File: src/rtl/sdspi_pkg.sv
package sdspi_pkg;

  typedef enum logic [1:0] {
    REG_CTRL = 2'd0,
    REG_STAT = 2'd1,
    REG_DATA = 2'd2,
    REG_DRST = 2'd3
  } reg_addr_e;

  localparam int CTRL_W     = 3;
  localparam int STAT_BUSY  = 0;
  localparam int STAT_CD    = 1;
  localparam int STAT_WP    = 2;
  localparam logic [7:0] FILL_BYTE = 8'hFF;
  localparam logic [CTRL_W-1:0] CTRL_RST = 3'b001;

  // Clock cycles one byte transfer occupies for a given half-period divide.
  function automatic int unsigned xfer_cycles(input int unsigned half_div);
    return 16 * half_div;
  endfunction

  // Status byte assembly.
  function automatic logic [7:0] stat_word(input logic busy, input logic cd,
                                           input logic wp);
    logic [7:0] w;
    w = 8'h00;
    w[STAT_BUSY] = busy;
    w[STAT_CD]   = cd;
    w[STAT_WP]   = wp;
    return w;
  endfunction

  // Control byte as seen on a read.
  function automatic logic [7:0] ctrl_word(input logic [CTRL_W-1:0] c);
    return {{(8-CTRL_W){1'b0}}, c};
  endfunction

endpackage

File: src/rtl/sdspi_sync.sv
module sdspi_sync #(
  parameter int WIDTH  = 2,
  parameter int STAGES = 2
) (
  input  logic             clk,
  input  logic             rst_n,
  input  logic [WIDTH-1:0] d_in,
  output logic [WIDTH-1:0] d_out
);

  logic [WIDTH-1:0] stg_q [STAGES];

  genvar s;
  generate
    for (s = 0; s < STAGES; s++) begin : g_stage
      if (s == 0) begin : g_first
        always_ff @(posedge clk or negedge rst_n) begin
          if (!rst_n) stg_q[s] <= '0;
          else        stg_q[s] <= d_in;
        end
      end else begin : g_next
        always_ff @(posedge clk or negedge rst_n) begin
          if (!rst_n) stg_q[s] <= '0;
          else        stg_q[s] <= stg_q[s-1];
        end
      end
    end
  endgenerate

  assign d_out = stg_q[STAGES-1];

endmodule

File: src/rtl/sdspi_regs.sv
module sdspi_regs
  import sdspi_pkg::*;
(
  input  logic              clk,
  input  logic              rst_n,
  input  logic              bus_sel,
  input  logic              bus_wr,
  input  logic [1:0]        bus_addr,
  input  logic [CTRL_W-1:0] ctrl_wdata,
  input  logic              busy,
  input  logic              cd_sync,
  input  logic              wp_sync,
  input  logic [7:0]        rx_byte,
  output logic              start_req,
  output logic              start_fill,
  output logic              cs_n,
  output logic [7:0]        rdata
);

  logic [CTRL_W-1:0] ctrl_q;
  reg_addr_e         addr;
  logic              ctrl_wr;
  logic              send_wr;
  logic              rst_rd;

  assign addr    = reg_addr_e'(bus_addr);
  assign ctrl_wr = bus_sel &&  bus_wr && (addr == REG_CTRL);
  assign send_wr = bus_sel &&  bus_wr && (addr == REG_DATA);
  assign rst_rd  = bus_sel && !bus_wr && (addr == REG_DRST);

  always_ff @(posedge clk or negedge rst_n) begin
    if (!rst_n)       ctrl_q <= CTRL_RST;
    else if (ctrl_wr) ctrl_q <= ctrl_wdata;
  end

  assign cs_n       = ctrl_q[0];
  assign start_req  = send_wr || rst_rd;
  assign start_fill = rst_rd;

  always_comb begin
    unique case (addr)
      REG_CTRL: rdata = ctrl_word(ctrl_q);
      REG_STAT: rdata = stat_word(busy, cd_sync, wp_sync);
      REG_DATA,
      REG_DRST: rdata = rx_byte;
      default:  rdata = 8'h00;
    endcase
  end

endmodule

File: src/rtl/sdspi_shifter.sv
module sdspi_shifter #(
  parameter int HALF_DIV = 2
) (
  input  logic       clk,
  input  logic       rst_n,
  input  logic       start,
  input  logic [7:0] tx_byte,
  input  logic       miso,
  output logic       sck,
  output logic       mosi,
  output logic       busy,
  output logic       done,
  output logic [7:0] rx_byte
);

  localparam int PW = (HALF_DIV > 1) ? $clog2(HALF_DIV) : 1;
  localparam logic [PW-1:0] PH_LAST = PW'(HALF_DIV - 1);

  logic [PW-1:0] ph_q;
  logic [2:0]    bit_q;
  logic [7:0]    sh_q;
  logic          rx_bit_q;
  logic          sck_q;
  logic          busy_q;
  logic [7:0]    rx_q;
  logic          tick;
  logic          rise_evt;
  logic          fall_evt;

  assign tick     = busy_q && (ph_q == PH_LAST);
  assign rise_evt = tick && !sck_q;
  assign fall_evt = tick &&  sck_q;
  assign done     = fall_evt && (bit_q == 3'd7);

  always_ff @(posedge clk or negedge rst_n) begin
    if (!rst_n) begin
      ph_q     <= '0;
      bit_q    <= '0;
      sh_q     <= '0;
      rx_bit_q <= 1'b0;
      sck_q    <= 1'b0;
      busy_q   <= 1'b0;
      rx_q     <= 8'h00;
    end else if (!busy_q) begin
      if (start) begin
        busy_q <= 1'b1;
        sh_q   <= tx_byte;
        ph_q   <= '0;
        bit_q  <= '0;
        sck_q  <= 1'b0;
      end
    end else begin
      ph_q <= tick ? '0 : ph_q + 1'b1;
      if (rise_evt) begin
        sck_q    <= 1'b1;
        rx_bit_q <= miso;
      end
      if (fall_evt) begin
        sck_q <= 1'b0;
        sh_q  <= {sh_q[6:0], rx_bit_q};
        bit_q <= bit_q + 3'd1;
        if (done) begin
          busy_q <= 1'b0;
          rx_q   <= {sh_q[6:0], rx_bit_q};
        end
      end
    end
  end

  assign sck     = sck_q;
  assign mosi    = busy_q ? sh_q[7] : 1'b1;
  assign busy    = busy_q;
  assign rx_byte = rx_q;

endmodule

File: src/rtl/sdspi_engine.sv
module sdspi_engine
  import sdspi_pkg::*;
#(
  parameter int SCK_HALF_DIV = 2,
  parameter int SYNC_STAGES  = 2
) (
  input  logic       clk,
  input  logic       rst_n,
  input  logic       bus_sel,
  input  logic       bus_wr,
  input  logic [1:0] bus_addr,
  input  logic [7:0] bus_wdata,
  output logic [7:0] bus_rdata,
  output logic       sd_sck,
  output logic       sd_mosi,
  input  logic       sd_miso,
  output logic       sd_cs_n,
  input  logic       sd_detect,
  input  logic       sd_wprot,
  output logic       xfer_busy
);

  logic [1:0] stat_sync;
  logic       start_req;
  logic       start_fill;
  logic       start_evt;
  logic       xfer_done;
  logic [7:0] tx_byte;
  logic [7:0] rx_byte;

  sdspi_sync #(.WIDTH(2), .STAGES(SYNC_STAGES)) u_sync (
    .clk   (clk),
    .rst_n (rst_n),
    .d_in  ({sd_wprot, sd_detect}),
    .d_out (stat_sync)
  );

  sdspi_regs u_regs (
    .clk        (clk),
    .rst_n      (rst_n),
    .bus_sel    (bus_sel),
    .bus_wr     (bus_wr),
    .bus_addr   (bus_addr),
    .ctrl_wdata (bus_wdata[CTRL_W-1:0]),
    .busy       (xfer_busy),
    .cd_sync    (stat_sync[0]),
    .wp_sync    (stat_sync[1]),
    .rx_byte    (rx_byte),
    .start_req  (start_req),
    .start_fill (start_fill),
    .cs_n       (sd_cs_n),
    .rdata      (bus_rdata)
  );

  assign tx_byte   = start_fill ? FILL_BYTE : bus_wdata;
  assign start_evt = start_req && !xfer_busy;

  sdspi_shifter #(.HALF_DIV(SCK_HALF_DIV)) u_shift (
    .clk     (clk),
    .rst_n   (rst_n),
    .start   (start_req),
    .tx_byte (tx_byte),
    .miso    (sd_miso),
    .sck     (sd_sck),
    .mosi    (sd_mosi),
    .busy    (xfer_busy),
    .done    (xfer_done),
    .rx_byte (rx_byte)
  );

endmodule

File: config.mk
export PLATFORM = sky130hd
export DESIGN_NAME = sdspi_engine
export DESIGN_NICKNAME = d
export VERILOG_FILES = /design/src/rtl/sdspi_pkg.sv /design/src/rtl/sdspi_sync.sv /design/src/rtl/sdspi_regs.sv /design/src/rtl/sdspi_shifter.sv /design/src/rtl/sdspi_engine.sv
export SDC_FILE = /design/constraint.sdc
export NUM_CORES = 1
export LEC_CHECK = 0
export ABC_AREA = 1
export BUFFER_PORTS_ARGS = -buffer_cell sky130_fd_sc_hd__buf_2
export CORE_MARGIN = 2
export CORE_UTILIZATION = 45
export DETAILED_ROUTE_END_ITERATION = 8
export PLACE_DENSITY = 0.7
export SLEW_MARGIN = 10
export SYNTH_ARGS = -nofsm -noshare
export SYNTH_HDL_FRONTEND = slang
export SYNTH_SLANG_ARGS = --single-unit
File: constraint.sdc
create_clock -name clk -period 1.4 [get_ports clk]
set_input_delay 0 -clock clk [delete_from_list [all_inputs] [get_ports clk]]
set_output_delay 0 -clock clk [all_outputs]
set_load 0.01 [all_outputs]
==> reports/qor.yml <==
relSlewSlack_pct: 56.6
clkTransAtPathRegs_ns: 0.08
yosysWarnings: 0
drv_cap: 0
cts.sink_count: 30
clkLatencyLatePin_ns: 0.33
dr.pass1.iters: 4
max_stage_delay_ns: 0.41
post-route-min-period_ns: 1.34
synthesis.area_um2: 1500
status: "finished, final reports clean"
grt_pass1_vias: 1205
tightest_slew_ns: 0.651
clock-root-buffer: "clkbuf_4"
finalHoldViolations: 0
critical_path_peak_fanout: 7
cp_data_required_time_ns: 1.40
fin_skew_ns: 0.0132
antenna_found_initial: 0
via_per_inst: 4.96
synth_commonest_cells: "nand2_1, dfrtp_1, nor2_1"
postCtsSetupRepairBufs: 0
fp.dieH_um: 61.8
synth_edf_count: 0
cts-buffers-inserted: 5
ff_latch_area_um2: 753
multiInputGateArea_um2: 659
rsz0062_at_grt: "true"
antenna_left: 0
synthCells: 179
start_util_pct: 48.1
n_antenna_cell: 0
wire_per_inst_um: 12.2
crit_family: "flip-flops"
crit_arrival_ns: 1.34
drive_above_1_share_pct: 27.1
vias: 1314
setup_viol: 0
yosysMostFrequentCell: "nand2_1"
synthTopCellsByArea: "dfrtp_1, nand2_1, nand3_1"
reg2reg_slack_ns: 0.15
holdWs_ns: 0.0420
timing.setup.tns_ns: 0
critPathKind: "register to output port"
post-place-ws_ns: 0.117
core_um2: 3130
htreeDepth: 2
p_per_area_nw_per_um2: 1670
drv_slew: 0
synth_top_area_share_pct: 48.3
drc: 0
ys_seq_area_share_pct: 50.0
pin_count: 29
irDropWorstVdd_mv: 1.07
path_cells: "inv_4, buf_12, or2_2, buf_2"
die_w_um: 61.8
async_reset_ff_share_pct: 100
crit_path_start_kind: "register"
overflow: 0
grt_max_degree: 31
synth.net_count: 198
core.rowCount: 20
ys_ff_latch: 30
min_period_over_period_pct: 95.7
globalplace.congestion: 0.857
end_kind: "output port"
layout.nets: 239
synth_top_area_cell: "dfrtp_1"
fmax_mhz: 747
cp_slowest_cell: "dfrtp_2"
drtIter0Drc: 61
avgSynthCellArea_um2: 8.40
cts_tree: "done"
ys.flop_type: "dfrtp_1"
timing.final.ws_setup_ns: 0.0608
port_buffers: 28
num-fill-cells: 288
clock_path_buffers: 2
track_usage_pct: 19.9
cellLeakagePower_uw: 0.00101
dieArea_um2: 3820
synth_cell_types: 21
critPathBufInv: 3
dp_hpwl_um: 2290
area_growth_pct: 22.2
grt_pass1_wl_um: 5480
min_path_type: "input pin to register"
routed_wl_um: 3250
-- layer usage --
| layer | vias to the layer above | track usage [%] | wire (µm) |
|---|---|---|---|
| met3 | 4 | 5.80 | 138 |
| met5 | - | 0 | 0 |
| met4 | 0 | 6.69 | 29 |
| met1 | 624 | 26.5 | 1540 |
| met2 | 33 | 31.4 | 1540 |
| li1 | 653 | - | - |
-- per-stage QoR --
stage          cell area [µm²]  total power (µW)  util [%]  std cells
5_1_grt                   1840              3340      58.8        265
6_report                  1840              3070      58.8        265
3_3_place_gp              1710              2500      54.6        250
4_1_cts                   1830              3060      58.4        265
3_5_place_dp              1710              2570      54.6        250
2_1_floorplan             1500              2160         -        179
-- timing repair --
| action | in CTS | in global routing |
|---|---|---|
| setup endpoints to repair | 1 | 3 |
| cloned | 0 | 0 |
| endpoints found under the hold margin | 35 | 0 |
| hold buffers | 7 | 0 |
| gates resized for setup | 1 | 4 |
-- final cells by class --
class | instances | share of cell area [%]
sequential | 30 | 41.0
multi-input combinational | 129 | 35.9
timing repair buffer | 41 | 14.6
tap | 44 | 3.00
inverter | 13 | 2.93
clock buffer | 8 | 2.65
-- worst reg2reg max path, stage by stage, from the launching register on --
cell     delay [ns]
dfrtp_2        0.41
nand2_1        0.13
nor2_4         0.15
inv_1          0.07
buf_4          0.17
nand2_4        0.12
nand2_1        0.06
nand2_1        0.07
-- cell usage in the layout, fill, tap and decap left out, types with 7 or more instances in the layout --
master	n
nand2_1	58
nand3_1	18
nor2_1	19
dfrtp_1	28
a21oi_1	9
nand3_2	9
inv_1	11
dlygate4sd3_1	7
buf_2	28
-- where the power goes --
part	internal, µW	switching, µW
sequential	1150	233
combinational	522	685
clock	200	271
-- kinds of logic after synthesis --
| group | synth area share [%] |
|---|---|
| buffers and inverters | 6.66 |
| DFF | 50.0 |
| adders and majority gates | 1.66 |
| and+or+nand+nor | 36.5 |
| AOI/OAI and AO/OA | 5.16 |
-- registers in the layout (all words and copies together) (netlist names) --
register	flops
u_shift.sck	1
u_shift.rx_byte	8
u_sync.stg_q	2
u_shift.sh_q	8
u_shift.ph_q	1
u_sync.d_out	2
u_shift.busy	1
u_shift.bit_q	3
u_regs.ctrl_q	3
u_shift.rx_bit_q	1
-- worst paths after layout --
| check | start | to | cells after the start |
|---|---|---|---|
| max reg2reg | u_shift.busy | u_shift.sh_q[4] | 7 |
| min in group asynchronous | rst_n | u_sync.stg_q[2] | 2 |
| max in group asynchronous | rst_n | u_shift.busy | 2 |
| min reg2reg | u_sync.stg_q[3] | u_sync.d_out[1] | 0 |
| max | u_shift.busy | sd_mosi | 4 |
| min | bus_wdata[5] | u_shift.sh_q[5] | 5 |
No activity file was read; power rests on OpenSTA's default activity.
